===== src/rtl/cfgp_pkg.sv =====
package cfgp_pkg;
  localparam int ADDR_W = 6;
  localparam int DATA_W = 8;
  localparam int NREG   = 4;

  typedef logic [DATA_W-1:0] cfg_byte_t;
  typedef logic [ADDR_W-1:0] cfg_addr_t;

  // register slot order inside the bank
  localparam int IDX_CLKSRC = 0;
  localparam int IDX_CLKDIV = 1;
  localparam int IDX_WDOG   = 2;
  localparam int IDX_MCU    = 3;
endpackage


===== src/rtl/cfgp_window.sv =====
module cfgp_window #(
  parameter int WIN_CYC = 4
) (
  input  logic clk,
  input  logic rst_n,
  input  logic cyc_stb,
  input  logic sig_hit,
  output logic open_o
);
  localparam int CNT_W = $clog2(WIN_CYC + 1);
  localparam logic [CNT_W-1:0] CNT_FULL = CNT_W'(WIN_CYC);

  logic [CNT_W-1:0] cnt_q, cnt_d;
  logic             cnt_en;

  // reload has priority over a strobe in the same cycle
  always_comb begin
    cnt_d  = cnt_q;
    cnt_en = 1'b0;
    if (sig_hit) begin
      cnt_d  = CNT_FULL;
      cnt_en = 1'b1;
    end else if (cyc_stb && (cnt_q != '0)) begin
      cnt_d  = cnt_q - CNT_W'(1);
      cnt_en = 1'b1;
    end
  end

  always_ff @(posedge clk or negedge rst_n) begin
    if (!rst_n)      cnt_q <= '0;
    else if (cnt_en) cnt_q <= cnt_d;
  end

  assign open_o = (cnt_q != '0);

  a_r3_cnt_bound: assert property (@(posedge clk) disable iff (!rst_n)
    cnt_q <= CNT_FULL);
  a_r9_reload: assert property (@(posedge clk) disable iff (!rst_n)
    sig_hit |=> (cnt_q == CNT_FULL));
  a_r3_hold_without_stb: assert property (@(posedge clk) disable iff (!rst_n)
    (!sig_hit && !cyc_stb) |=> $stable(cnt_q));
  a_r3_close_on_stb: assert property (@(posedge clk) disable iff (!rst_n)
    (open_o && !sig_hit && !cyc_stb) |=> open_o);
endmodule


===== src/rtl/cfgp_reg.sv =====
module cfgp_reg #(
  parameter int                W     = 8,
  parameter logic [W-1:0]      GUARD = '1
) (
  input  logic         clk,
  input  logic         rst_n,
  input  logic         wr_hit,
  input  logic         unlock,
  input  logic [W-1:0] wdata,
  output logic [W-1:0] q_o
);
  logic [W-1:0] q_q, q_d, wr_mask;

  // bits that a write may touch in this cycle
  assign wr_mask = unlock ? {W{1'b1}} : ~GUARD;

  always_comb begin
    q_d = (q_q & ~wr_mask) | (wdata & wr_mask);
  end

  always_ff @(posedge clk or negedge rst_n) begin
    if (!rst_n)      q_q <= '0;
    else if (wr_hit) q_q <= q_d;
  end

  assign q_o = q_q;

  a_r6_guard_locked: assert property (@(posedge clk) disable iff (!rst_n)
    !unlock |=> ((q_q & GUARD) == ($past(q_q) & GUARD)));
  a_r7_free_bits: assert property (@(posedge clk) disable iff (!rst_n)
    wr_hit |=> ((q_q & ~GUARD) == ($past(wdata) & ~GUARD)));
  a_r10_open_write: assert property (@(posedge clk) disable iff (!rst_n)
    (wr_hit && unlock) |=> (q_q == $past(wdata)));
endmodule


===== src/rtl/cfgp_guard.sv =====
module cfgp_guard
  import cfgp_pkg::*;
#(
  parameter int                              WIN_CYC   = 4,
  parameter logic [DATA_W-1:0]               SIG       = 8'hD8,
  parameter logic [ADDR_W-1:0]               LOCK_ADDR = 6'h3C,
  parameter logic [NREG-1:0][ADDR_W-1:0]     REG_ADDR  = {6'h3A, 6'h31, 6'h36, 6'h37},
  parameter logic [NREG-1:0][DATA_W-1:0]     REG_GUARD = {8'h80, 8'h1F, 8'hFF, 8'hFF}
) (
  input  logic              clk,
  input  logic              rst_n,
  input  logic              cyc_stb,
  input  logic [ADDR_W-1:0] io_addr,
  input  logic [DATA_W-1:0] io_wdata,
  input  logic              io_we,
  output logic [DATA_W-1:0] io_rdata,
  output logic              irq_block,
  output logic [DATA_W-1:0] clk_src_o,
  output logic [DATA_W-1:0] clk_div_o,
  output logic [DATA_W-1:0] wdog_ctl_o,
  output logic [DATA_W-1:0] mcu_ctl_o
);
  logic            sig_hit, unlocked;
  logic [NREG-1:0] wr_hit;
  cfg_byte_t       reg_q [NREG];

  assign sig_hit = io_we && (io_addr == LOCK_ADDR) && (io_wdata == SIG);

  cfgp_window #(.WIN_CYC(WIN_CYC)) u_win (
    .clk     (clk),
    .rst_n   (rst_n),
    .cyc_stb (cyc_stb),
    .sig_hit (sig_hit),
    .open_o  (unlocked)
  );

  generate
    for (genvar g = 0; g < NREG; g++) begin : g_bank
      assign wr_hit[g] = io_we && (io_addr == REG_ADDR[g]);
      cfgp_reg #(.W(DATA_W), .GUARD(REG_GUARD[g])) u_reg (
        .clk    (clk),
        .rst_n  (rst_n),
        .wr_hit (wr_hit[g]),
        .unlock (unlocked),
        .wdata  (io_wdata),
        .q_o    (reg_q[g])
      );
    end
  endgenerate

  always_comb begin
    io_rdata = '0;
    if (io_addr == LOCK_ADDR) io_rdata = {{(DATA_W-1){1'b0}}, unlocked};
    for (int i = 0; i < NREG; i++) begin
      if (io_addr == REG_ADDR[i]) io_rdata = reg_q[i];
    end
  end

  assign irq_block  = unlocked;
  assign clk_src_o  = reg_q[IDX_CLKSRC];
  assign clk_div_o  = reg_q[IDX_CLKDIV];
  assign wdog_ctl_o = reg_q[IDX_WDOG];
  assign mcu_ctl_o  = reg_q[IDX_MCU];

  a_r2_sig_opens: assert property (@(posedge clk) disable iff (!rst_n)
    (io_we && io_addr == LOCK_ADDR && io_wdata == SIG) |=> irq_block);
  a_r2_other_stays_closed: assert property (@(posedge clk) disable iff (!rst_n)
    (io_we && io_addr == LOCK_ADDR && io_wdata != SIG && !irq_block) |=> !irq_block);
  a_r5_lock_read: assert property (@(posedge clk) disable iff (!rst_n)
    (io_addr == LOCK_ADDR) |-> (io_rdata[DATA_W-1:1] == '0 && io_rdata[0] == irq_block));
  a_r3_no_reopen: assert property (@(posedge clk) disable iff (!rst_n)
    (!irq_block && !sig_hit) |=> !irq_block);
endmodule


===== config.mk =====
export PLATFORM = sky130hd
export DESIGN_NAME = cfgp_guard
export DESIGN_NICKNAME = d
export VERILOG_FILES = /design/src/rtl/cfgp_pkg.sv /design/src/rtl/cfgp_window.sv /design/src/rtl/cfgp_reg.sv /design/src/rtl/cfgp_guard.sv
export SDC_FILE = /design/constraint.sdc
export NUM_CORES = 1
export LEC_CHECK = 0
export BUFFER_PORTS_ARGS = -buffer_cell sky130_fd_sc_hd__buf_4
export CORE_MARGIN = 1
export CORE_UTILIZATION = 45
export CTS_CLUSTER_SIZE = 8
export DETAILED_ROUTE_END_ITERATION = 6
export GPL_TIMING_DRIVEN = 0
export HOLD_SLACK_MARGIN = 0.12
export PLACE_DENSITY = 0.73
export RECOVER_POWER = 100
export SKIP_CTS_REPAIR_TIMING = 1
export SYNTH_ARGS = -nofsm -noshare
export SYNTH_HDL_FRONTEND = slang
export SYNTH_HIERARCHICAL = 1
export SYNTH_SLANG_ARGS = --single-unit

===== constraint.sdc =====
create_clock -name clk -period 1.9 [get_ports clk]
set_clock_uncertainty 0.15 [all_clocks]
set_input_delay 0.285 -clock clk [delete_from_list [all_inputs] [get_ports clk]]
set_output_delay 0.285 -clock clk [all_outputs]
set_load 0.05 [all_outputs]

==> flow_summary_export.csv <==
group,metric,value,unit
hold_path,hp-start,"cyc_stb",
floorplanning,die_y,64.3,um
logic_synthesis,synth_edf_count,0,
logic_synthesis,ys_seq_area_share,50.1,%
timing,final_hold_viol_count,0,
final_layout,area_delta_synth_final,50.1,%
timing,setup_viol,6,
setup_path,cpMostUsedCell,"buf_6",
logic_synthesis,ys_warn_count,6,
setup_path,critical_path_class,"input pin to output pin",
grt,grtUsageTotal,23.4,%
route,detail-route-antenna-nets,0,
hold_path,min_to,"u_win/cnt_q[0]",
outcome,outcome,"finished, violations left",
floorplanning,core_area,3690,sq um
setup_path,rrSetupSlack,0.11,ns
flow_run,cap_viol_max_count,0,
placement,post_dp_cell_area,2310,sq um
grt,grt-ovfl-total,0,
floorplanning,die_area,4140,sq um
hold_path,hold_depth,3,
clock_network,cts_made_buffers,5,
clock_network,clockBufferDepth,2,
clock_network,cts_tree,"done",
route,drt_first_pass_iters,4,
setup_path,cp.buffers_inverters,3,
timing,finalCritPeriodShare,101,%
power,p_per_area,1020,nW/um^2
setup_path,r2r-start,"u_win/cnt_q[0]",
power,irDropWorstVdd,0.000656,V
clock_network,clk_latency,0.28,ns
timing,slew_violations,0,
setup_path,end_kind,"output pin",
final_layout,design_area,2630,sq um
logic_synthesis,ys_ff_latch,35,
floorplanning,io_pins,59,
grt,antenna_found_initial,0,
route,viasPerCell,5.48,
setup_path,setup.worst_path.start_class,"input pin",
setup_path,crit_chain,"buf_6, and3b_2, nor4b_4, buf_6, a22oi_2, a21oi_2, buf_6",
final_layout,drive_gt1_share,58.7,%
clock_network,htreeDepth,2,
setup_path,cp.arrival,1.49,ns
setup_path,required,1.46,ns
setup_path,slowest_stage,"and3b_2",
timing,fmax,521,MHz
logic_synthesis,syn_nets,159,
clock_network,clkTransAtPathRegs,0.07,ns
grt,grt_max_degree,36,
logic_synthesis,synthCells,139,
outcome,violations,"negative setup slack",
final_layout,layout.nets,237,
route,drc,0,
placement,post-place-ws,-0.422,ns
placement,gp_congestion,0.784,
logic_synthesis,synthArstFlopShare,100,%
timing,slew_headroom,42.1,%
timing,rsz0062_at_grt,"true",
logic_synthesis,ys.flop_type,"dfrtp_1",
setup_path,slowest_delay,0.25,ns
hold_path,hp-class,"input pin to register",
clock_network,cts_root_buf,"clkbuf_8",
floorplanning,initial_utilization,47.4,%
final_layout,final_util,71.2,%
setup_path,reg2regPathDepth,6,
timing,worst_slew_pin_slew,0.869,ns
placement,portBuffers,58,
timing,min_period,1.92,ns
grt,grt_pass1_vias,1393,
logic_synthesis,ys_types,33,
final_layout,diodes,0,
clock_network,clock_sinks,35,
route,vias,1458,
route,drtIter0Drc,40,
logic_synthesis,synth.cell_area,1750,sq um
power,p_leak,1.24,nW
timing,fin_ws,-0.0201,ns
placement,dpl.hpwl,3160,um
floorplanning,die_w,64.3,um
final_layout,fin_cells,266,
grt,grt_pass1_wl,7140,um
floorplanning,num_rows,22,
setup_path,cp_max_fo,6,
setup_path,crit_family,"simple AND/OR/NAND/NOR gates",
timing,whs,0.111,ns
route,wl_per_cell,18.3,um
route,routed_wl,4870,um
placement,dpl.cell_count,245,
setup_path,critPathLaunch,"io_addr[2]",
logic_synthesis,syn_avg_cell_area,12.6,sq um
cells in the mapped netlist (all sizes together) (3+ instances only):
library cell  instances  area, sq um
nand2b                3         26.3
nand2                 6         42.5
inv                   3         11.3
mux2                 32          383
nand3                 3         15.0
nor2                  8         30.0
nor3                  3         25.0
a21oi                14         70.1
a22oi                 9         67.6
and2                  5         33.8
dfrtp                35          876
layer usage:
metal / GRT usage, % / vias up / part of all wire, %
met2: 38.8 / 56 / 51
met3: 6.07 / 11 / 5.2
met1: 29.4 / 731 / 42
met4: 8.33 / 0 / 2.0
li1: - / 660 / -
met5: 0 / - / 0
worst max path at each step:
stage                   to  depth (start not counted)
3_5_place_dp      register                          6
2_1_floorplan  io_rdata[1]                          4
6_report       io_rdata[1]                          7
4_1_cts        io_rdata[2]                          6
5_1_grt        io_rdata[6]                          7
3_3_place_gp      register                          6
layout make-up:
cell class,count,area (sq um)
fill,296,1060
multi-input combinational,99,1000
sequential,35,876
timing repair buffer,71,543
clock buffer,5,68.8
tap,48,60.1
clock inverter,3,43.8
buffer,2,18.8
inverter,3,11.3
placed cells by master (no fill, tap or decap), drive strengths merged:
cell,n
nor3b,2
nor2,8
and2,5
ha,2
mux2,32
nand4b,1
nand2,6
a211oi,1
a22oi,9
and4b,1
inv,3
bufinv,1
nor2b,2
nor3,3
and3,1
dfrtp,35
buf,49
and3b,1
o21ai,2
nor4b,1
nand2b,3
a211o,1
a21oi,14
dlygate4sd3,7
clkbuf,22
nand3,3
clkinv,2
mux2i,1
power by group:
part	leakage (nW)	internal (mW)	switching, mW	total, mW
Sequential	0.466	0.876	0.120	0.996
Clock	0.0581	0.391	0.282	0.672
Combinational	0.717	0.351	0.658	1.01
metrics by stage:
| step | setup TNS, ns | power [mW] |
|---|---|---|
| finish | -0.0837 | 2.68 |
| CTS | -3.63 | 2.63 |
| floorplan | -0.0787 | 1.65 |
| global route | -0.411 | 2.79 |
| global placement | -10.18 | 1.93 |
| detailed placement | -10.59 | 1.96 |
kinds of logic after synthesis:
kind of cell	count (synthesis)	share of synthesized area, %
buf+inv	5	1.57
flops	35	50.1
compound gates	27	9.73
mux	33	22.5
fa+ha+maj	2	1.43
simple gates	37	14.7
tightest hold or removal path, delay by kind of cell:
family	cells	cell delay (ns)
AO/OA/AOI/OAI	1	0.07
buffers and inverters	1	0.10
AND/OR/NAND/NOR	1	0.05
(Power assumes the default switching activity.)
